File: config.mk
export PLATFORM = sky130hd
export DESIGN_NAME = cur_sector_family_arbiter
export DESIGN_NICKNAME = d
export VERILOG_FILES = /design/src/rtl/csfa_pkg.sv /design/src/rtl/csfa_sector_track.sv /design/src/rtl/csfa_family_gate.sv /design/src/rtl/csfa_deadtime_pred.sv /design/src/rtl/cur_sector_family_arbiter.sv
export SDC_FILE = /design/constraint.sdc
export NUM_CORES = 1
export LEC_CHECK = 0
export BUFFER_PORTS_ARGS = -buffer_cell sky130_fd_sc_hd__buf_2
export CAP_MARGIN = 20
export CORE_AREA = 2 2 39 41
export CTS_BUF_LIST = sky130_fd_sc_hd__clkbuf_8
export CTS_CLUSTER_SIZE = 12
export DETAILED_ROUTE_END_ITERATION = 10
export DIE_AREA = 0 0 41 43
export HOLD_SLACK_MARGIN = 0.1
export PLACE_DENSITY = 0.67
export SYNTH_ARGS = -nofsm -noshare
export SYNTH_HDL_FRONTEND = slang
export SYNTH_SLANG_ARGS = --single-unit
File: constraint.sdc
create_clock -name clk -period 3.2 [get_ports clk]
set_input_delay 0.32 -clock clk [delete_from_list [all_inputs] [get_ports clk]]
set_output_delay 0.32 -clock clk [all_outputs]
set_load 0.03 [all_outputs]
File: src/rtl/csfa_pkg.sv
package csfa_pkg;

   localparam int unsigned NUM_PH     = 3;
   localparam int unsigned NUM_SECTOR = 6;
   localparam int unsigned SECT_W     = $clog2(NUM_SECTOR + 1);

   typedef logic [NUM_PH-1:0] leg_vec_t;
   typedef logic [SECT_W-1:0] sector_t;

   typedef enum logic {
      FAM_SINGLE_HIGH = 1'b0,
      FAM_DOUBLE_HIGH = 1'b1
   } family_e;

   // map a valid sign pattern (a,b,c; 1 = positive) onto its sector
   function automatic sector_t sign_to_sector(input leg_vec_t s);
      sector_t r;
      unique case (s)
         3'b100:  r = sector_t'(1);
         3'b110:  r = sector_t'(2);
         3'b010:  r = sector_t'(3);
         3'b011:  r = sector_t'(4);
         3'b001:  r = sector_t'(5);
         3'b101:  r = sector_t'(6);
         default: r = sector_t'(0);
      endcase
      return r;
   endfunction

   // common-mode polarity: positive when two or more legs are high
   function automatic logic cm_positive(input leg_vec_t v);
      return ((32'(v[2]) + 32'(v[1]) + 32'(v[0])) >= 32'd2);
   endfunction

endpackage

File: src/rtl/csfa_sector_track.sv
module csfa_sector_track
   import csfa_pkg::*;
#(
   parameter bit POS_LEVEL = 1'b1
) (
   input  logic     clk,
   input  logic     rst_n,
   input  logic     stb,
   input  leg_vec_t raw_sign,
   output leg_vec_t lat_pos,
   output sector_t  sector,
   output logic     err
);

   leg_vec_t pos_now;
   logic     pat_valid;
   sector_t  sector_nxt;

   generate
      if (POS_LEVEL) begin : g_pos_high
         assign pos_now = raw_sign;
      end else begin : g_pos_low
         assign pos_now = ~raw_sign;
      end
   endgenerate

   always_comb begin
      pat_valid  = (pos_now != '0) && (pos_now != '1);
      sector_nxt = pat_valid ? sign_to_sector(pos_now) : sector;
   end

   always_ff @(posedge clk or negedge rst_n) begin
      if (!rst_n) begin
         lat_pos <= '0;
         sector  <= '0;
         err     <= 1'b0;
      end else if (stb) begin
         lat_pos <= pos_now;
         sector  <= sector_nxt;
         err     <= ~pat_valid;
      end
   end


   hold_no_stb_chk: assert property (@(posedge clk) disable iff (!rst_n)
      !stb |=> $stable(sector) && $stable(lat_pos));


   bad_pattern_chk: assert property (@(posedge clk) disable iff (!rst_n)
      (stb && ((raw_sign == '0) || (raw_sign == '1))) |=> ($stable(sector) && err));


   sector_range_chk: assert property (@(posedge clk) disable iff (!rst_n)
      sector <= sector_t'(NUM_SECTOR));


   good_pattern_chk: assert property (@(posedge clk) disable iff (!rst_n)
      (stb && (raw_sign != '0) && (raw_sign != '1)) |=> ((sector != '0) && !err));

endmodule

File: src/rtl/csfa_family_gate.sv
module csfa_family_gate
   import csfa_pkg::*;
(
   input  logic    clk,
   input  logic    rst_n,
   input  sector_t sector,
   input  logic    fam_sel,
   output logic    fam_ok
);

   logic single_ok;
   logic double_ok;

   always_comb begin
      // even-numbered sectors admit the single-high family, odd ones the double-high
      single_ok = (sector != '0) && !sector[0];
      double_ok = (sector != '0) &&  sector[0];
      fam_ok    = (family_e'(fam_sel) == FAM_SINGLE_HIGH) ? single_ok : double_ok;
   end


   no_grant_unknown_chk: assert property (@(posedge clk) disable iff (!rst_n)
      (sector == '0) |-> !fam_ok);


   exclusive_family_chk: assert property (@(posedge clk) disable iff (!rst_n)
      !(single_ok && double_ok));

endmodule

File: src/rtl/csfa_deadtime_pred.sv
module csfa_deadtime_pred
   import csfa_pkg::*;
#(
   parameter bit REG_OUT = 1'b0
) (
   input  logic     clk,
   input  logic     rst_n,
   input  leg_vec_t lat_pos,
   input  leg_vec_t src,
   input  leg_vec_t dst,
   output leg_vec_t dt_state,
   output logic     dt_hazard
);

   leg_vec_t dt_c;
   logic     hz_c;
   logic     zero_vec;
   logic     pol_flip;

   genvar gi;
   generate
      for (gi = 0; gi < NUM_PH; gi++) begin : g_leg
         // a switching leg freewheels against its current direction
         assign dt_c[gi] = (src[gi] ^ dst[gi]) ? ~lat_pos[gi] : src[gi];
      end
   endgenerate

   always_comb begin
      zero_vec = (dt_c == '0) || (dt_c == '1);
      pol_flip = (cm_positive(dt_c) != cm_positive(src)) ||
                 (cm_positive(dt_c) != cm_positive(dst));
      hz_c     = zero_vec || pol_flip;
   end

   generate
      if (REG_OUT) begin : g_reg
         always_ff @(posedge clk or negedge rst_n) begin
            if (!rst_n) begin
               dt_state  <= '0;
               dt_hazard <= 1'b0;
            end else begin
               dt_state  <= dt_c;
               dt_hazard <= hz_c;
            end
         end
      end else begin : g_comb
         assign dt_state  = dt_c;
         assign dt_hazard = hz_c;
      end
   endgenerate


   steady_leg_chk: assert property (@(posedge clk) disable iff (!rst_n)
      ((dt_c ^ src) & ~(src ^ dst)) == '0);


   zero_vec_hazard_chk: assert property (@(posedge clk) disable iff (!rst_n)
      ((dt_c == '0) || (dt_c == '1)) |-> hz_c);


   same_state_quiet_chk: assert property (@(posedge clk) disable iff (!rst_n)
      ((src == dst) && (src != '0) && (src != '1)) |-> !hz_c);

endmodule

File: src/rtl/cur_sector_family_arbiter.sv
module cur_sector_family_arbiter
   import csfa_pkg::*;
#(
   parameter int unsigned PHASES    = 3,
   parameter bit          POS_LEVEL = 1'b1,
   parameter bit          REG_OUT   = 1'b0
) (
   input  logic                    clk,
   input  logic                    rst_n,
   input  logic                    period_stb,
   input  logic [PHASES-1:0]       phase_pos,
   input  logic [PHASES-1:0]       src_state,
   input  logic [PHASES-1:0]       dst_state,
   input  logic                    fam_sel,
   output logic [SECT_W-1:0]       sector,
   output logic                    fam_ok,
   output logic [PHASES-1:0]       dt_state,
   output logic                    dt_hazard,
   output logic                    sign_err
);

   generate
      if (PHASES != NUM_PH) begin : g_bad_phases
         $error("cur_sector_family_arbiter: PHASES must equal 3");
      end
   endgenerate

   leg_vec_t lat_pos;
   sector_t  sector_q;

   csfa_sector_track #(.POS_LEVEL(POS_LEVEL)) u_track (
      .clk      (clk),
      .rst_n    (rst_n),
      .stb      (period_stb),
      .raw_sign (phase_pos),
      .lat_pos  (lat_pos),
      .sector   (sector_q),
      .err      (sign_err)
   );

   csfa_family_gate u_gate (
      .clk     (clk),
      .rst_n   (rst_n),
      .sector  (sector_q),
      .fam_sel (fam_sel),
      .fam_ok  (fam_ok)
   );

   csfa_deadtime_pred #(.REG_OUT(REG_OUT)) u_dt (
      .clk       (clk),
      .rst_n     (rst_n),
      .lat_pos   (lat_pos),
      .src       (src_state),
      .dst       (dst_state),
      .dt_state  (dt_state),
      .dt_hazard (dt_hazard)
   );

   assign sector = sector_q;


   reset_quiet_chk: assert property (@(posedge clk)
      !rst_n |-> (sector == '0) && !sign_err && !fam_ok);

endmodule

Yosys cells after proc, flatten, opt, wreduce, memory -nomap -nowiden

Index checks and enable logic that the tools add are counted.

Mux-type cells: 5
Multipliers: 0
Bitwise operators: 7
Shift operators: 0
$add $sub $neg: 6
Div/mod/pow operators: 0
Reductions and logical operators: 11
Equal/unequal tests: 10
Magnitude comparators: 3

Operators with widths:

| cell                                                                                  | count |
|---|---|
| 32-bit by 1-bit adder with 32-bit output                                              | 3 |
| 32-bit by 2-bit greater-or-equal comparator with 1-bit output (second input constant) | 3 |
| 3-bit one-hot mux with 6 select lines                                                 | 1 |
| 3-bit == test (second input constant)                                                 | 4 |
| 1-bit by 1-bit adder with 2-bit output                                                | 3 |
| 3-bit by 2-bit == test with 1-bit output (second input constant)                      | 2 |
| 3-bit nonzero test                                                                    | 2 |
| 1-bit two-way mux                                                                     | 4 |
| 1-bit NOT                                                                             | 4 |
| 3-bit by 1-bit == test with 1-bit output (second input constant)                      | 1 |
| 1-bit logical AND                                                                     | 3 |
| 3-bit zero test                                                                       | 1 |
| 1-bit logical OR                                                                      | 3 |
| 3-bit != test (second input constant)                                                 | 1 |
| 1-bit bitwise XOR                                                                     | 3 |
| 1-bit != test                                                                         | 2 |
| 2-bit AND reduction                                                                   | 1 |
| 1-bit zero test                                                                       | 1 |

Bits in read-only memories: 0
Memory bits (writable): 0
Bits in registers: 7
Latch bits: 0
Memories kept: 0

Depth between registers and ports, before layout

Depth in word-level cells: 8
Gate-level depth with buffers: 5
Gate-level depth less buffers: 5

Modules after synthesis

Synthesis repeated with hierarchy kept, for this count alone.

Cell total of the unflattened synthesis: 61
Area total of the unflattened synthesis: 555.5 um^2

By module, submodules not included:

| module             | cells each | times used | area each (um^2) | seq. area each (um^2) |
|---|---|---|---|---|
| csfa_sector_track  | 38         | 1          | 361.6            | 175.2 |
| csfa_deadtime_pred | 19         | 1          | 175.2            | 0.0 |
| csfa_family_gate   | 4          | 1          | 18.8             | 0.0 |

Least setup slack after synthesis

No wires, ideal clock.

Kind: input to output
Start: in src_state[1]
End: out dt_hazard
Data arrival time: 1.713 ns
Path slack: 1.167 ns
Required time: 2.880 ns
Cell stages on the path: 5
Path through: ha_1 -> a21oi_1 -> or2_2 -> mux2i_1 -> a211oi_1

Word-level cells in the longest chain between the ends: 8

Ends and longest elaborated chain:

| item                                                          | line                                               | RTL |
|---|---|---|
| start, declared                                               | cur_sector_family_arbiter.sv:12                    | `input logic [PHASES-1:0] src_state,` |
| 1-bit bitwise XOR                                             | csfa_deadtime_pred.sv:24                           | `assign dt_c[gi] = (src[gi] ^ dst[gi]) ? ~lat_pos[gi] : src[gi];` |
| 1-bit two-way mux                                             | csfa_deadtime_pred.sv:24                           |  |
| 1-bit by 1-bit adder with 2-bit output                        | csfa_pkg.sv:32                                     | `return ((32'(v[2]) + 32'(v[1]) + 32'(v[0])) >= 32'd2);` |
| 32-bit by 1-bit adder with 32-bit output                      | csfa_pkg.sv:32                                     |  |
| 32-bit by 2-bit greater-or-equal comparator with 1-bit output | csfa_pkg.sv:32                                     |  |
| 1-bit != test, on equally long branches                       | csfa_deadtime_pred.sv:30, csfa_deadtime_pred.sv:31 |  |
| 1-bit logical OR                                              | csfa_deadtime_pred.sv:30                           | `pol_flip = (cm_positive(dt_c) != cm_positive(src)) \|\|` |
| 1-bit logical OR (*)                                          | csfa_deadtime_pred.sv:32                           | `hz_c = zero_vec \|\| pol_flip;` |
| end, declared                                                 | cur_sector_family_arbiter.sv:18                    | `output logic dt_hazard,` |

Every way passes the cells marked *; elsewhere a longest branch is shown, timed or not.

Worst setup path after layout

Ends and elaborated chain as after synthesis.

==> results.rst <==
.. list-table::
   :header-rows: 1

   * - Metric
     - Value
   * - Outcome
     - complete, no violations
   * - Largest cells by area after synthesis
     - sky130_fd_sc_hd__dfrtp_1 36%, sky130_fd_sc_hd__maj3_2 7.0%, sky130_fd_sc_hd__a211oi_1 6.2%
   * - Diodes inserted
     - 0
   * - Leading area contributor after synthesis
     - sky130_fd_sc_hd__dfrtp_1
   * - Crit share post-route
     - 60.4%
   * - Die Width
     - 41 µm
   * - Y dimension of the die
     - 43 µm
   * - Dominant delay contributor by cell family on the critical path
     - simple AND/OR/NAND/NOR gates
   * - CTS HTree Levels
     - 1
   * - CTS resizes
     - 0
   * - Cell depth of the worst flop-to-flop path
     - 2
   * - Global-route wire length before repair
     - 1.75 mm
   * - Count of unique library cells instantiated by Yosys
     - 22
   * - Nets@finish
     - 99
   * - Placement row count
     - 14
   * - Number of nets produced by synthesis
     - 74
   * - Final critical delay including setup and external delays
     - a little under 2 ns
   * - Vias post-DR
     - between 500 and 600
   * - Number of antenna-violating nets in the routed design
     - 0
   * - Maximum count of clock buffers along a single path
     - 2
   * - Total power divided by cell area
     - ~500 mW/mm²
   * - Initial antenna violation count
     - 0
   * - Fraction of synthesized cell area taken by the top area cell type
     - 36.4%
   * - Combined global-route utilization of all metal layers
     - 14.6%
   * - Classification of the worst-slack hold path
     - in -> reg
   * - Cell at the slowest stage of the critical path
     - sky130_fd_sc_hd__or2_2
   * - Die Outline Area
     - ~0.0018 mm²
   * - Worst path most repeated cell
     - sky130_fd_sc_hd__buf_2
   * - Total count of hold-check failures in the final report
     - 0
   * - Highest ir drop seen on vdd
     - 0.302 mV
   * - Maximum achievable frequency
     - 518 MHz
   * - Number of enable flip-flop cells after synthesis
     - 0
   * - Global route total overflow
     - 0
   * - Sequential-to-total area share from yosys stat
     - 36.4%
   * - Area of the core region
     - 0.00138 mm²
   * - Main synth FF type
     - sky130_fd_sc_hd__dfrtp_1
   * - CTS tree
     - done
   * - Starting density of the core
     - between 30% and 40%
   * - Worst EP required
     - between 2 and 3 ns
   * - Final GP Congestion
     - 0.665
   * - Clock buffers created by TritonCTS
     - 3
   * - Via count of the first global-routing pass
     - 442
   * - Worst hold stages
     - 2
   * - Average cell area after synthesis
     - 8.16 µm²
   * - Maximum number of pins on one net before global-route repair
     - 16
   * - Max incr delay on CP
     - 0.31 ns
   * - Startpoint of the most critical hold path
     - phase_pos[1]
   * - HPWL after detailed placement
     - 827 µm
   * - Clock transition at the register clock pins on the worst setup and hold paths after CTS
     - 0.04 ns
   * - Max-slew violation total from the final report
     - 0
   * - Proportion of register bits with asynchronous set or reset after synthesis
     - 100%
   * - Setup-violating endpoint count in the final report
     - 0
   * - Critical path data arrival time
     - between 1.5 and 2 ns
   * - Worst Setup End Kind
     - primary output
   * - Startpoint Class
     - primary input
   * - Clk_lat worst skew
     - approximately 0.22 ns
   * - Clock Skew
     - 0 ns
   * - Detailed Route Iter0 Violations
     - 7
   * - Critical path cell sequence
     - buf_2 -> ha_1 -> a21oi_1 -> or2_2 -> nor4bb_1 -> a211oi_1 -> buf_2
   * - Commonest cells in the netlist
     - 7 x sky130_fd_sc_hd__dfrtp_1, 7 x sky130_fd_sc_hd__nand2_1, 6 x sky130_fd_sc_hd__inv_1, 6 x sky130_fd_sc_hd__nor2_1, 5 x sky130_fd_sc_hd__o21ai_0
   * - Overall routed net length
     - around 1.1 mm
   * - Num ports
     - 22
   * - Area growth, synth to finish
     - 35.6%
   * - Number of vias per cell after detailed routing
     - 5.11
   * - Post-synthesis instance total
     - 59
   * - Synthesized cell area
     - 482 µm²
   * - Count of clock tree sinks
     - 7
   * - Leakage dissipation
     - around 0.32 nW
   * - Routed wire length per instance
     - 11.1 µm
   * - Count of maximum capacitance violations
     - 0
   * - Post-route DRC
     - 0
   * - Highest fanout seen on the critical path
     - 2
   * - Post-CTS Repair Setup Buffers
     - 0
   * - Root Buffer Master
     - sky130_fd_sc_hd__clkbuf_8
   * - Critical Setup Path Class
     - in -> out
   * - Startpoint of the lowest-slack register-to-register path
     - u_track.sector[0]
   * - Critical path buffers and inverters
     - 2
   * - Number of input and output port buffers inserted
     - 21
   * - Yosys warning count
     - 0
   * - Unrepaired setup endpoints after global routing
     - no
   * - Share of layout cells above drive strength 1
     - 33.7%
   * - Endpoint of the worst hold path
     - u_track.sector[2]
   * - Total of hold buffers inserted after clock tree synthesis
     - 1
   * - Slack of the worst reg-to-reg path
     - 2.27 ns
   * - Synthesized flop and latch total
     - 7
   * - First-pass DRT Iterations
     - 4
   * - Worst Tran Pin Value
     - 0.253 ns
   * - End of the worst register-to-register path
     - u_track.sector[0]
   * - Worst-case headroom to the max-slew limit
     - 82.9%
   * - Fraction of the core area covered by cells at the end of the flow
     - 47.2%
   * - Sum of negative setup slack
     - 0 ns
where the power goes:
part / switching (W) / total, W / internal, W
Sequential: 0.00000848 / 0.000107 / 0.0000989
Combinational: 0.0000650 / 0.000101 / 0.0000359
Clock: 0.0000356 / 0.000118 / 0.0000827
Total: 0.000109 / 0.000327 / 0.000217
metal layers:
layer  part of all wire, %  vias up  global-route usage [%]
li1                      -      258                       -
met4                     0        0                    8.67
met5                     0        -                       0
met2                    50       22                    24.1
met3                   7.3        0                    3.14
met1                    43      226                    15.9
logic make-up after synthesis:
kind of cell,share of synthesized area (%)
xor+xnor,1.82
fa+ha+maj,12.2
buf+inv,6.49
compound gates,21.3
simple gates,19.7
flops,36.4
mux,2.08
area by class of cell:
type	instances	area, µm²
Fill cell	140	731
Inverter	6	22.5
Clock inverter	1	3.75
Multi-Input combinational cell	44	275
Timing Repair Buffer	22	115
Tap cell	16	20.0
Clock buffer	3	41.3
Sequential cell	7	175
registers in the layout, summed over array words and instances, names as in the netlist:
register / count
u_track.err: 1
u_track.lat_pos: 3
u_track.sector: 3
worst register-to-register path, stage by stage, from the launching register on:
cell	delay (ns)
sky130_fd_sc_hd__dfrtp_1	0.43
sky130_fd_sc_hd__a311oi_1	0.30
sky130_fd_sc_hd__nor3_1	0.08
worst max-delay path by stage:
| stage | startpoint | endpoint | slack, ns | cells past startpoint |
|---|---|---|---|---|
| after floorplan | src_state[1] | dt_hazard | 1.17 | 5 |
| after global placement | src_state[1] | dt_hazard | 1.32 | 7 |
| after detailed placement | src_state[1] | dt_hazard | 1.27 | 7 |
| after CTS | src_state[1] | dt_hazard | 1.27 | 7 |
| after global routing | src_state[1] | dt_hazard | 1.21 | 7 |
| final | src_state[1] | dt_hazard | 1.27 | 7 |
placed cells by master, fill, tap and decap left out, drive strengths merged, types with 2 or more instances in the layout:
master,count
a31oi,2
maj3,3
nand2,7
a211oi,4
o21ai,5
ha,2
buf,21
a21oi,4
nor3,2
inv,7
clkbuf,3
dfrtp,7
nor2,6
per-stage QoR:
step	instance area (µm²)	power, W	std cells	hold slack [ns]	setup WS [ns]
after CTS	653	0.000332	99	0.366	1.27
final	653	0.000327	99	0.373	1.27
after global placement	598	0.000207	94	0.161	1.32
after floorplan	482	0.000176	59	0.0244	1.17
after detailed placement	598	0.000210	94	0.165	1.27
after global routing	653	0.000347	99	0.384	1.21
No activity file was read; power rests on OpenSTA's default activity.
